File: config.mk
export PLATFORM = sky130hd
export DESIGN_NAME = event_monitor
export DESIGN_NICKNAME = d
export VERILOG_FILES = /design/src/rtl/evmon_pkg.sv /design/src/rtl/evmon_detect.sv /design/src/rtl/evmon_pend_bit.sv /design/src/rtl/event_monitor.sv
export SDC_FILE = /design/constraint.sdc
export NUM_CORES = 1
export LEC_CHECK = 0
export BUFFER_PORTS_ARGS = -buffer_cell sky130_fd_sc_hd__buf_4
export CAP_MARGIN = 25
export CORE_AREA = 2 2 39 41
export DETAILED_ROUTE_END_ITERATION = 16
export DIE_AREA = 0 0 41 43
export GPL_ROUTABILITY_DRIVEN = 0
export PLACE_DENSITY = 0.52
export SLEW_MARGIN = 0
export SYNTH_ARGS = -nofsm -noshare
export SYNTH_HDL_FRONTEND = slang
export SYNTH_SLANG_ARGS = --single-unit
File: constraint.sdc
create_clock -name clk -period 0.9 [get_ports clk]
set_input_delay 0.18 -clock clk [delete_from_list [all_inputs] [get_ports clk]]
set_output_delay 0.18 -clock clk [all_outputs]
set_load 0.01 [all_outputs]
File: src/rtl/evmon_pkg.sv
package evmon_pkg;
  localparam int MODE_W = 2;
  typedef enum logic [MODE_W-1:0] {
    TRIG_LEVEL = 2'd0,
    TRIG_RISE  = 2'd1,
    TRIG_FALL  = 2'd2
  } trig_mode_e;
endpackage

File: src/rtl/evmon_detect.sv
module evmon_detect #(
  parameter logic [1:0] MODE = evmon_pkg::TRIG_LEVEL
) (
  input  logic clk,
  input  logic rst_n,
  input  logic ev_i,
  output logic strobe_o
);
  import evmon_pkg::*;

  logic seen_q;
  always_ff @(posedge clk or negedge rst_n) begin
    if (!rst_n) seen_q <= 1'b0;
    else        seen_q <= 1'b1;
  end

  generate
    if (MODE == TRIG_RISE || MODE == TRIG_FALL) begin : g_edge
      logic prev_q;
      logic hit;
      if (MODE == TRIG_RISE) begin : g_rise
        assign hit = ev_i & ~prev_q;
      end else begin : g_fall
        assign hit = ~ev_i & prev_q;
      end
      always_ff @(posedge clk or negedge rst_n) begin
        if (!rst_n) begin
          prev_q   <= 1'b0;
          strobe_o <= 1'b0;
        end else begin
          prev_q   <= ev_i;
          strobe_o <= hit;
        end
      end

      // edge strobes last one cycle
      p_edge_pulse_r3: assert property (@(posedge clk) disable iff (!rst_n)
        strobe_o |=> !strobe_o);
      if (MODE == TRIG_FALL) begin : g_fall_chk
        p_fall_cause_r4: assert property (@(posedge clk) disable iff (!rst_n)
          (seen_q && $rose(strobe_o)) |-> ($past(prev_q) && !$past(ev_i)));
      end
    end else begin : g_level
      always_ff @(posedge clk or negedge rst_n) begin
        if (!rst_n) strobe_o <= 1'b0;
        else        strobe_o <= ev_i;
      end

      p_level_track_r2: assert property (@(posedge clk) disable iff (!rst_n)
        seen_q |-> (strobe_o == $past(ev_i)));
    end
  endgenerate
endmodule

File: src/rtl/evmon_pend_bit.sv
module evmon_pend_bit #(
  parameter logic [1:0] MODE = evmon_pkg::TRIG_LEVEL
) (
  input  logic clk,
  input  logic rst_n,
  input  logic strobe_i,
  input  logic clear_i,
  output logic pend_o
);
  import evmon_pkg::*;

  localparam bit IS_EDGE = (MODE == TRIG_RISE) || (MODE == TRIG_FALL);

  logic pend_d;

  generate
    if (IS_EDGE) begin : g_sticky
      assign pend_d = strobe_i | (pend_o & ~clear_i);

      p_hold_r7: assert property (@(posedge clk) disable iff (!rst_n)
        (pend_o && !clear_i) |=> pend_o);
      p_clear_r7: assert property (@(posedge clk) disable iff (!rst_n)
        (clear_i && !strobe_i) |=> !pend_o);
      p_strobe_wins_r8: assert property (@(posedge clk) disable iff (!rst_n)
        (strobe_i && clear_i) |=> pend_o);
    end else begin : g_follow
      assign pend_d = strobe_i;

      p_level_noclr_r6: assert property (@(posedge clk) disable iff (!rst_n)
        (strobe_i && clear_i) |=> pend_o);
    end
  endgenerate

  always_ff @(posedge clk or negedge rst_n) begin
    if (!rst_n) pend_o <= 1'b0;
    else        pend_o <= pend_d;
  end

  p_strobe_sets_r5: assert property (@(posedge clk) disable iff (!rst_n)
    strobe_i |=> pend_o);
endmodule

File: src/rtl/event_monitor.sv
module event_monitor #(
  parameter int                   N_SRC      = 3,
  parameter logic [2*N_SRC-1:0]   TRIG_MODES = 6'b10_01_00
) (
  input  logic             clk,
  input  logic             rst_n,
  input  logic [N_SRC-1:0] ev_in,
  input  logic [N_SRC-1:0] enable,
  input  logic [N_SRC-1:0] clear_w1c,
  output logic [N_SRC-1:0] trig_strobe,
  output logic [N_SRC-1:0] pending,
  output logic             irq
);
  import evmon_pkg::*;

  localparam int MW = MODE_W;

  for (genvar k = 0; k < N_SRC; k++) begin : g_src
    localparam logic [MW-1:0] M = TRIG_MODES[MW*k +: MW];

    evmon_detect #(.MODE(M)) u_det (
      .clk      (clk),
      .rst_n    (rst_n),
      .ev_i     (ev_in[k]),
      .strobe_o (trig_strobe[k])
    );

    evmon_pend_bit #(.MODE(M)) u_pend (
      .clk      (clk),
      .rst_n    (rst_n),
      .strobe_i (trig_strobe[k]),
      .clear_i  (clear_w1c[k]),
      .pend_o   (pending[k])
    );
  end

  assign irq = |(pending & enable);

  p_irq_masked_r9: assert property (@(posedge clk) disable iff (!rst_n)
    (enable == '0) |-> !irq);
  p_irq_needs_pend_r9: assert property (@(posedge clk) disable iff (!rst_n)
    (pending == '0) |-> !irq);
  always_comb begin
    if (!rst_n) p_reset_quiet_r1: assert (pending == '0 && trig_strobe == '0);
  end
endmodule

==> After elaboration in Yosys (flattened, before gate mapping) <==
Cells that the tools add are included.
W data, S select, Z words.
{ "totals": {"register_bits": 8, "inputBits": 11, "out_inout_bits": 7, "word_cells": 20} }
{ "op_classes": {"n_bitwise": 11, "n_reduce_logical": 1} }
{ "op_table": {"columns": ["operator", "n"], "rows": [
  ["$and A1 B1 Y1", 4],
  ["$not A1 Y1", 4],
  ["$and A3 B3 Y3", 1],
  ["$reduce_or A3 Y1", 1],
  ["$or A1 B1 Y1", 2]
]} }

==> Logic depth before layout (Yosys ltp) <==
Gate-level depths: netlist of the first run.
{ "logic_depth": {"depth_word": 3, "ltp_mapped": 2, "mapped_depth_nobuf": 2} }

==> Hierarchy <==
A second synthesis of the first run with hierarchy kept.
{ "hier_totals": {"hier_cells": 16, "area_unflattened_um2": 264.0} }
{ "modules_own_cells": {"columns": ["module", "instances", "cells_each", "area_per_inst_um2", "seq_area_each_um2"], "rows": [
  ["evmon_detect (g_src[1].u_det ...)", 2, 3, 63.8, 50.0],
  ["evmon_pend_bit (g_src[1].u_pend ...)", 2, 3, 36.3, 25.0],
  ["evmon_detect (g_src[0].u_det)", 1, 1, 25.0, 25.0],
  ["evmon_pend_bit (g_src[0].u_pend)", 1, 1, 25.0, 25.0],
  ["event_monitor", 1, 2, 13.8, 0.0]
]} }

==> Worst setup path before layout of the first run <==
Ideal clock, no wire load.
{ "synth_timing": {"kind": "register to output", "startpoint": "reg g_src[1].u_pend.pend_o", "endpoint": "out irq", "arrival_ns": 0.792, "required_time_ns": 0.720, "setup_slack_ns": -0.072, "stages_incl_launch_ff": 3, "path_buffers": 0, "path_cell_list": "dfrtp_1 -> a222oi_1 -> inv_1"} }
{ "synth_via": {"elab_chain_cells": 2} }
{ "synth_lines": {"columns": ["element", "line_no", "rtl"], "rows": [
  ["start, declared", "evmon_pend_bit.sv:8", "output logic pend_o"],
  ["start signal, assigned", "evmon_pend_bit.sv:36", "else pend_o <= pend_d;"],
  ["$and A3 B3 Y3", "event_monitor.sv:37", "assign irq = |(pending & enable);"],
  ["$reduce_or A3 Y1", "event_monitor.sv:37", null],
  ["end, declared", "event_monitor.sv:12", "output logic irq"]
]} }
No other way between the ends.

==> Worst setup path in the final report of the first run <==
Ends and elaborated chain as after synthesis.

==> impl_metrics.csv, run 1 <==
group,metric,value,unit
floorplanning,die_w,41,um
worst_setup_path,worstPathRequired,0.72,ns
timing,setup_tns,-0.802,ns
final_layout,instances_no_fill,55,
min_path,hold_class,"in2reg",
drt,drc,0,
timing,fmax,759,MHz
logic_synthesis,ys_ff_latch,8,
final_layout,fin_area,475,um^2
cts,cts_buffers,3,
logic_synthesis,syn_avg_cell_area,13.4,um^2
cts,clockBufferDepth,2,
drt,drtIter0Drc,7,
final_layout,area_growth,61.0,%
drt,drt_pass1_iterations,4,
timing,timing.final.setup_violations,7,
power,power_leakage,0.253,nW
timing,skew,0.00205,ns
worst_setup_path,critical_path_class,"reg2out",
cts,clkTransAtPathRegs,0.05,ns
place,placed_area,405,um^2
timing,whs,0.0440,ns
final_layout,final_nets,52,
power,p_per_area,1660,nW/um^2
global_route,grt_pass1_wl,779,um
cts,clock-sinks,8,
drt,wl,504,um
power,vdd_drop_max,0.582,mV
timing,fin_crit,1.32,ns
global_route,grt_antenna_before_repair,0,
drt,ant_nets,0,
final_layout,drive_gt1_share,59.0,%
outcome,status,"complete, but fails checks",
worst_setup_path,cp_max_fo,2,
worst_setup_path,cp.arrival,1.14,ns
floorplanning,coreArea,1380,um^2
drt,vias_per_cell,3.75,
floorplanning,die_h,43,um
global_route,overflow,0,
place,portBuffers,16,
cts,clk-insertion-delay-late,0.24,ns
worst_setup_path,cp-end-kind,"primary output",
worst_setup_path,cp-start-kind,"flip-flop",
global_route,track_usage,7.22,%
worst_setup_path,critPathSlowestCell,"dfrtp_1",
floorplanning,initial_core_util,21.3,%
timing,period_share,146,%
timing,rsz0062_at_grt,"yes",
logic_synthesis,synth_nets,33,
floorplanning,die-area,1760,um^2
floorplanning,pin_count,18,
flow_run,drv_cap,0,
cts,h-tree-depth,1,
global_route,grt_max_degree,9,
logic_synthesis,syn_area,295,um^2
global_route,grt_pass1_vias,224,
logic_synthesis,synth.distinct_cells,7,
timing,final_max_slew_viol_count,0,
logic_synthesis,yosys_warnings,0,
cts,cts_root_buf,"clkbuf_4",
floorplanning,num_rows,14,
timing,hold_violations,0,
worst_setup_path,slowest_delay,0.37,ns
timing,max_slew_margin,83.0,%
timing,fin_ws,-0.418,ns
outcome,violations,"negative setup slack",
logic_synthesis,synth_cells,22,
final_layout,diodes,0,
final_layout,fin_util,34.4,%
logic_synthesis,seq_area_frac_synth,67.8,%
place,post-place-cells,50,
drt,wire_per_inst,9.16,um
place,dp_hpwl,419,um
drt,vias,206,
worst_setup_path,crit_path_cell_trace,"a222oi_1, inv_1, buf_6",
timing,tightest_slew,0.256,ns
cts,cts_tree,"yes",
power breakdown:
part           internal (mW)  switching (mW)
Sequential             0.382          0.0118
Combinational         0.0937          0.0467
Clock                  0.151           0.103
path summary, 6_finish.rpt:
path                                                           to  depth (start not counted)                              start  slack (ns)
worst min-delay path            g_src[0].u_det.strobe_o$_DFF_PN0_                          1                           ev_in[0]        0.04
max in group asynchronous       g_src[0].u_det.strobe_o$_DFF_PN0_                          2                              rst_n        0.49
worst min register to register   g_src[0].u_pend.pend_o$_DFF_PN0_                          0  g_src[0].u_det.strobe_o$_DFF_PN0_        0.39
worst max-delay path                                          irq                          3   g_src[1].u_pend.pend_o$_DFF_PN0_       -0.42
min in group asynchronous        g_src[1].u_pend.pend_o$_DFF_PN0_                          2                              rst_n        0.29
worst max register to register   g_src[1].u_pend.pend_o$_DFF_PN0_                          2   g_src[1].u_pend.pend_o$_DFF_PN0_        0.10
cells in the mapped netlist:
| cell | number | area [um^2] |
|---|---|---|
| a21o_1 | 1 | 7.51 |
| a21o_2 | 1 | 8.76 |
| a222oi_1 | 1 | 10.0 |
| buf_4 | 6 | 45.0 |
| dfrtp_1 | 8 | 200 |
| inv_1 | 3 | 11.3 |
| nor2b_1 | 2 | 12.5 |
cells by family after synthesis:
logic type | synth area share, %
AOI/OAI and AO/OA | 8.90
buffers and inverters | 19.1
and+or+nand+nor | 4.24
DFF | 67.8
placed cells by master (no fill, tap or decap), drive strengths merged:
cell and count:
buf 19, dfrtp 8, inv 3, clkbuf 3, nor2b 2, a21o 2
a222oi 1, dlygate4sd3 1
registers in the layout, summed over array words and instances (netlist names):
signal / flops
g_src.u_det.strobe_o: 3
g_src.u_pend.pend_o: 3
g_src.u_det.g_edge.prev_q: 2
per-stage QoR:
stage / power [mW] / setup WS [ns]
global placement: 0.511 / -0.146
global route: 0.848 / -0.479
detailed placement: 0.516 / -0.172
finish: 0.789 / -0.418
CTS: 0.807 / -0.443
floorplan: 0.451 / -0.0504
what timing repair did:
| action | in CTS | in global routing |
|---|---|---|
| endpoints found under the hold margin | 8 | 0 |
| gates resized for setup | 6 | 2 |
| hold buffers | 1 | 0 |
| endpoints found under the setup margin | 7 | 7 |
| cloned | 0 | 0 |
| pin swaps | 0 | 1 |
| buffers inserted | 1 | 0 |
layout make-up:
type	count	area [um^2]
Fill cell	145	908
Tap cell	16	20.0
Timing Repair Buffer	20	183
Inverter	3	11.3
Multi-Input combinational cell	5	38.8
Clock buffer	3	22.5
Sequential cell	8	200
layer usage:
layer  global-route usage (%)  up-vias  wire (um)
met2                     10.9       16        247
met1                     6.04       90        173
met5                        0        -          0
met3                     4.71        0         84
li1                         -      100          -
met4                     6.00        0          0
worst max-delay path, delay by kind of cell (launching register included):
family / cells / cell delay [ns]
buf+inv: 2 / 0.22
compound gates: 1 / 0.30
flops: 1 / 0.37
Power figures use the tool's default switching activity.
==> inputs of run 2 (changes only) <==
Settings changed: PLACE_DENSITY 0.52 to 0.5, SYNTH_HIERARCHICAL from default to 1.
==> impl_metrics.csv, run 2 <==
group,metric,value,unit
final_layout,area_growth,85.3,%
drt,vias_per_cell,3.69,
logic_synthesis,synth.distinct_cells,5,
min_path,min_to,"g_src[0].u_det/strobe_o$_DFF_PN0_",
place,portBuffers,16,
drt,ant_nets,0,
drt,drt_pass1_iterations,4,
drt,drc,0,
final_layout,final_cell_mix,"11 x buf_4, 8 x dfrtp_1, 8 x buf_6",
timing,final_max_slew_viol_count,0,
cts,cts_buffers,3,
worst_setup_path,cp-end-kind,"primary output",
timing,fin_ws,-0.404,ns
final_layout,fin_area,489,um^2
logic_synthesis,syn_area,264,um^2
floorplanning,pin_count,18,
power,vdd_drop_max,0.629,mV
final_layout,final_common_cell,"buf_4",
cts,clk-insertion-delay-late,0.25,ns
drt,vias,203,
timing,rsz0062_at_grt,"yes",
logic_synthesis,synth_compound_area_share,9.48,%
logic_synthesis,yosys.area.top_type_share,75.8,%
worst_setup_path,cp-start-kind,"flip-flop",
logic_synthesis,synth.most_common_cell,"dfrtp_1",
timing,skew,0.00277,ns
timing,fmax,767,MHz
power,clockPowerShare,32.8,%
drt,drtIter0Drc,7,
global_route,track_usage,8.41,%
logic_synthesis,synth_cells,16,
drt,wl,577,um
logic_synthesis,async_flop_share,100,%
logic_synthesis,synthMuxAreaShare,0,%
logic_synthesis,synth-simple-area-share,10.4,%
min_path,min_delay_path_depth,1,
place,dp_hpwl,449,um
final_layout,final_nets,52,
logic_synthesis,yosysTopAreaCell,"dfrtp_1",
logic_synthesis,synth_nets,27,
timing,fin_crit,1.30,ns
final_layout,instances_no_fill,55,
cts,cts_tree,"yes",
timing,hold_violations,0,
floorplanning,num_rows,14,
worst_setup_path,cp_max_fo,2,
final_layout,fillers,140,
worst_setup_path,worstPathRequired,0.72,ns
worst_setup_path,cp.arrival,1.12,ns
logic_synthesis,seq_area_frac_synth,75.8,%
worst_setup_path,r2r_cells,2,
logic_synthesis,synth_ff_type,"dfrtp_1",
logic_synthesis,synth_edf_count,0,
floorplanning,die_h,43,um
floorplanning,die-area,1760,um^2
drt,wire_per_inst,10.5,um
floorplanning,coreArea,1380,um^2
min_path,hold_start,"ev_in[0]",
global_route,top_usage_layer,"met2",
timing,period_share,145,%
power,swShare,21.5,%
global_route,grt_antenna_before_repair,0,
min_path,hold_class,"in2reg",
global_route,grt_max_degree,9,
logic_synthesis,syn_avg_cell_area,16.5,um^2
power,p_int,631,uW
timing,tightest_slew,0.259,ns
logic_synthesis,synth_xor_area_share,0,%
worst_setup_path,r2r-start,"g_src[1].u_pend/pend_o$_DFF_PN0_",
worst_setup_path,reg2reg_slack,0.13,ns
place,placed_area,427,um^2
worst_setup_path,critical_path_class,"reg2out",
power,p_per_area,1640,nW/um^2
timing,timing.final.setup_violations,7,
final_layout,reg_top3,"g_src.u_det/strobe_o (3), g_src.u_pend/pend_o (3), g_src.u_det/g_edge.prev_q (2)",
global_route,use_met1,6.95,%
logic_synthesis,synth_top_family_by_area,"simple AND/OR/NAND/NOR gates",
worst_setup_path,reg2reg_to,"g_src[1].u_pend/pend_o$_DFF_PN0_",
logic_synthesis,yosys-top-cells-area,"dfrtp_1 76%, nor2b_4 10%, a21o_1 5.7%",
global_route,grt_pass1_vias,230,
global_route,use_met3,5.24,%
floorplanning,initial_core_util,19.1,%
logic_synthesis,ys_ff_latch,8,
final_layout,diodes,0,
logic_synthesis,yosys_warnings,6,
cts,h-tree-depth,1,
outcome,violations,"negative setup slack",
cts,cts_root_buf,"clkbuf_4",
logic_synthesis,synth_common_cells,"8 x dfrtp_1, 3 x inv_1, 2 x a21o_1, 2 x nor2b_4, 1 x a222oi_1",
place,post-place-cells,51,
timing,max_slew_margin,82.7,%
global_route,grt_pass1_wl,869,um
cts,clkTransAtPathRegs,0.05,ns
power,power.switching,173,uW
flow_run,drv_cap,0,
logic_synthesis,synth_adder_area_share,0,%
final_layout,drive_gt1_share,61.5,%
power,power_leakage,0.265,nW
cts,clockBufferDepth,2,
floorplanning,die_w,41,um
power,p_seq_share,49.3,%
global_route,gr-usage-met2,12.5,%
timing,whs,0.0362,ns
final_layout,fin_util,35.4,%
power,power_frac_comb,17.9,%
global_route,overflow,0,
place,dp_slack,-0.146,ns
outcome,status,"complete, but fails checks",
cts,clock-sinks,8,
## run 2: cell types whose count changed in the layout (fill, tap and decap cells not counted)
cell	previous run	this run
a21o_2	1	0
nor2b_1	2	0
a21o_1	1	2
nor2b_4	0	2
## run 2: how the worst max path moves through the flow
stage	start	endpoint	slack (ns)
after CTS	g_src[0].u_pend/pend_o$_DFF_PN0_	irq	-0.42
after floorplan	g_src[2].u_pend/pend_o$_DFF_PN0_	irq	-0.09
after global placement	g_src[0].u_pend/pend_o$_DFF_PN0_	irq	-0.14
after global routing	g_src[0].u_pend/pend_o$_DFF_PN0_	irq	-0.49
final	g_src[0].u_pend/pend_o$_DFF_PN0_	irq	-0.40
after detailed placement	g_src[0].u_pend/pend_o$_DFF_PN0_	irq	-0.15
## run 2: kinds of logic after synthesis
logic type	Yosys count
flip-flops	8
AO/OA/AOI/OAI	3
buffers and inverters	3
AND/OR/NAND/NOR	2
## run 2: repair_timing
action                                 4_1_cts  5_1_grt
hold buffers                                 1        0
pin swaps                                    1        0
setup endpoints to repair                    7        7
buffers inserted                             0        1
resized for setup                            8        1
endpoints found under the hold margin        8        0
## run 2: layer usage
metal | up-vias | wire [um]
li1 | 98 | -
met1 | 88 | 184
met2 | 17 | 287
met3 | 0 | 105
met4 | 0 | 0
met5 | - | 0
## run 2: metrics by stage
stage	setup TNS, ns	power, mW
floorplan	-0.0917	0.433
global placement	-0.143	0.522
detailed placement	-0.146	0.525
CTS	-1.07	0.827
global route	-1.28	0.871
finish	-0.938	0.804
## run 2: final cells by class
cell class | count | area, um^2 | share of cell area, %
clock buffers | 3 | 22.5 | 4.60
inverters | 3 | 11.3 | 2.30
multi-input cells | 5 | 52.6 | 10.7
flip-flops and latches | 8 | 200 | 40.9
well taps | 16 | 20.0 | 4.09
repair buffers | 20 | 183 | 37.3
## run 2: worst max-delay path, stage by stage (launching register included)
cell,delay (ns)
dfrtp_1,0.37
a222oi_1,0.30
inv_1,0.06
buf_4,0.14
## run 2: power by group through the flow
stage | Combinational, mW | Clock [mW] | Sequential [mW]
finish | 0.144 | 0.264 | 0.396
detailed placement | 0.125 | 0 | 0.400
CTS | 0.146 | 0.285 | 0.396
floorplan | 0.0239 | 0 | 0.409
global placement | 0.123 | 0 | 0.399
global route | 0.158 | 0.315 | 0.398
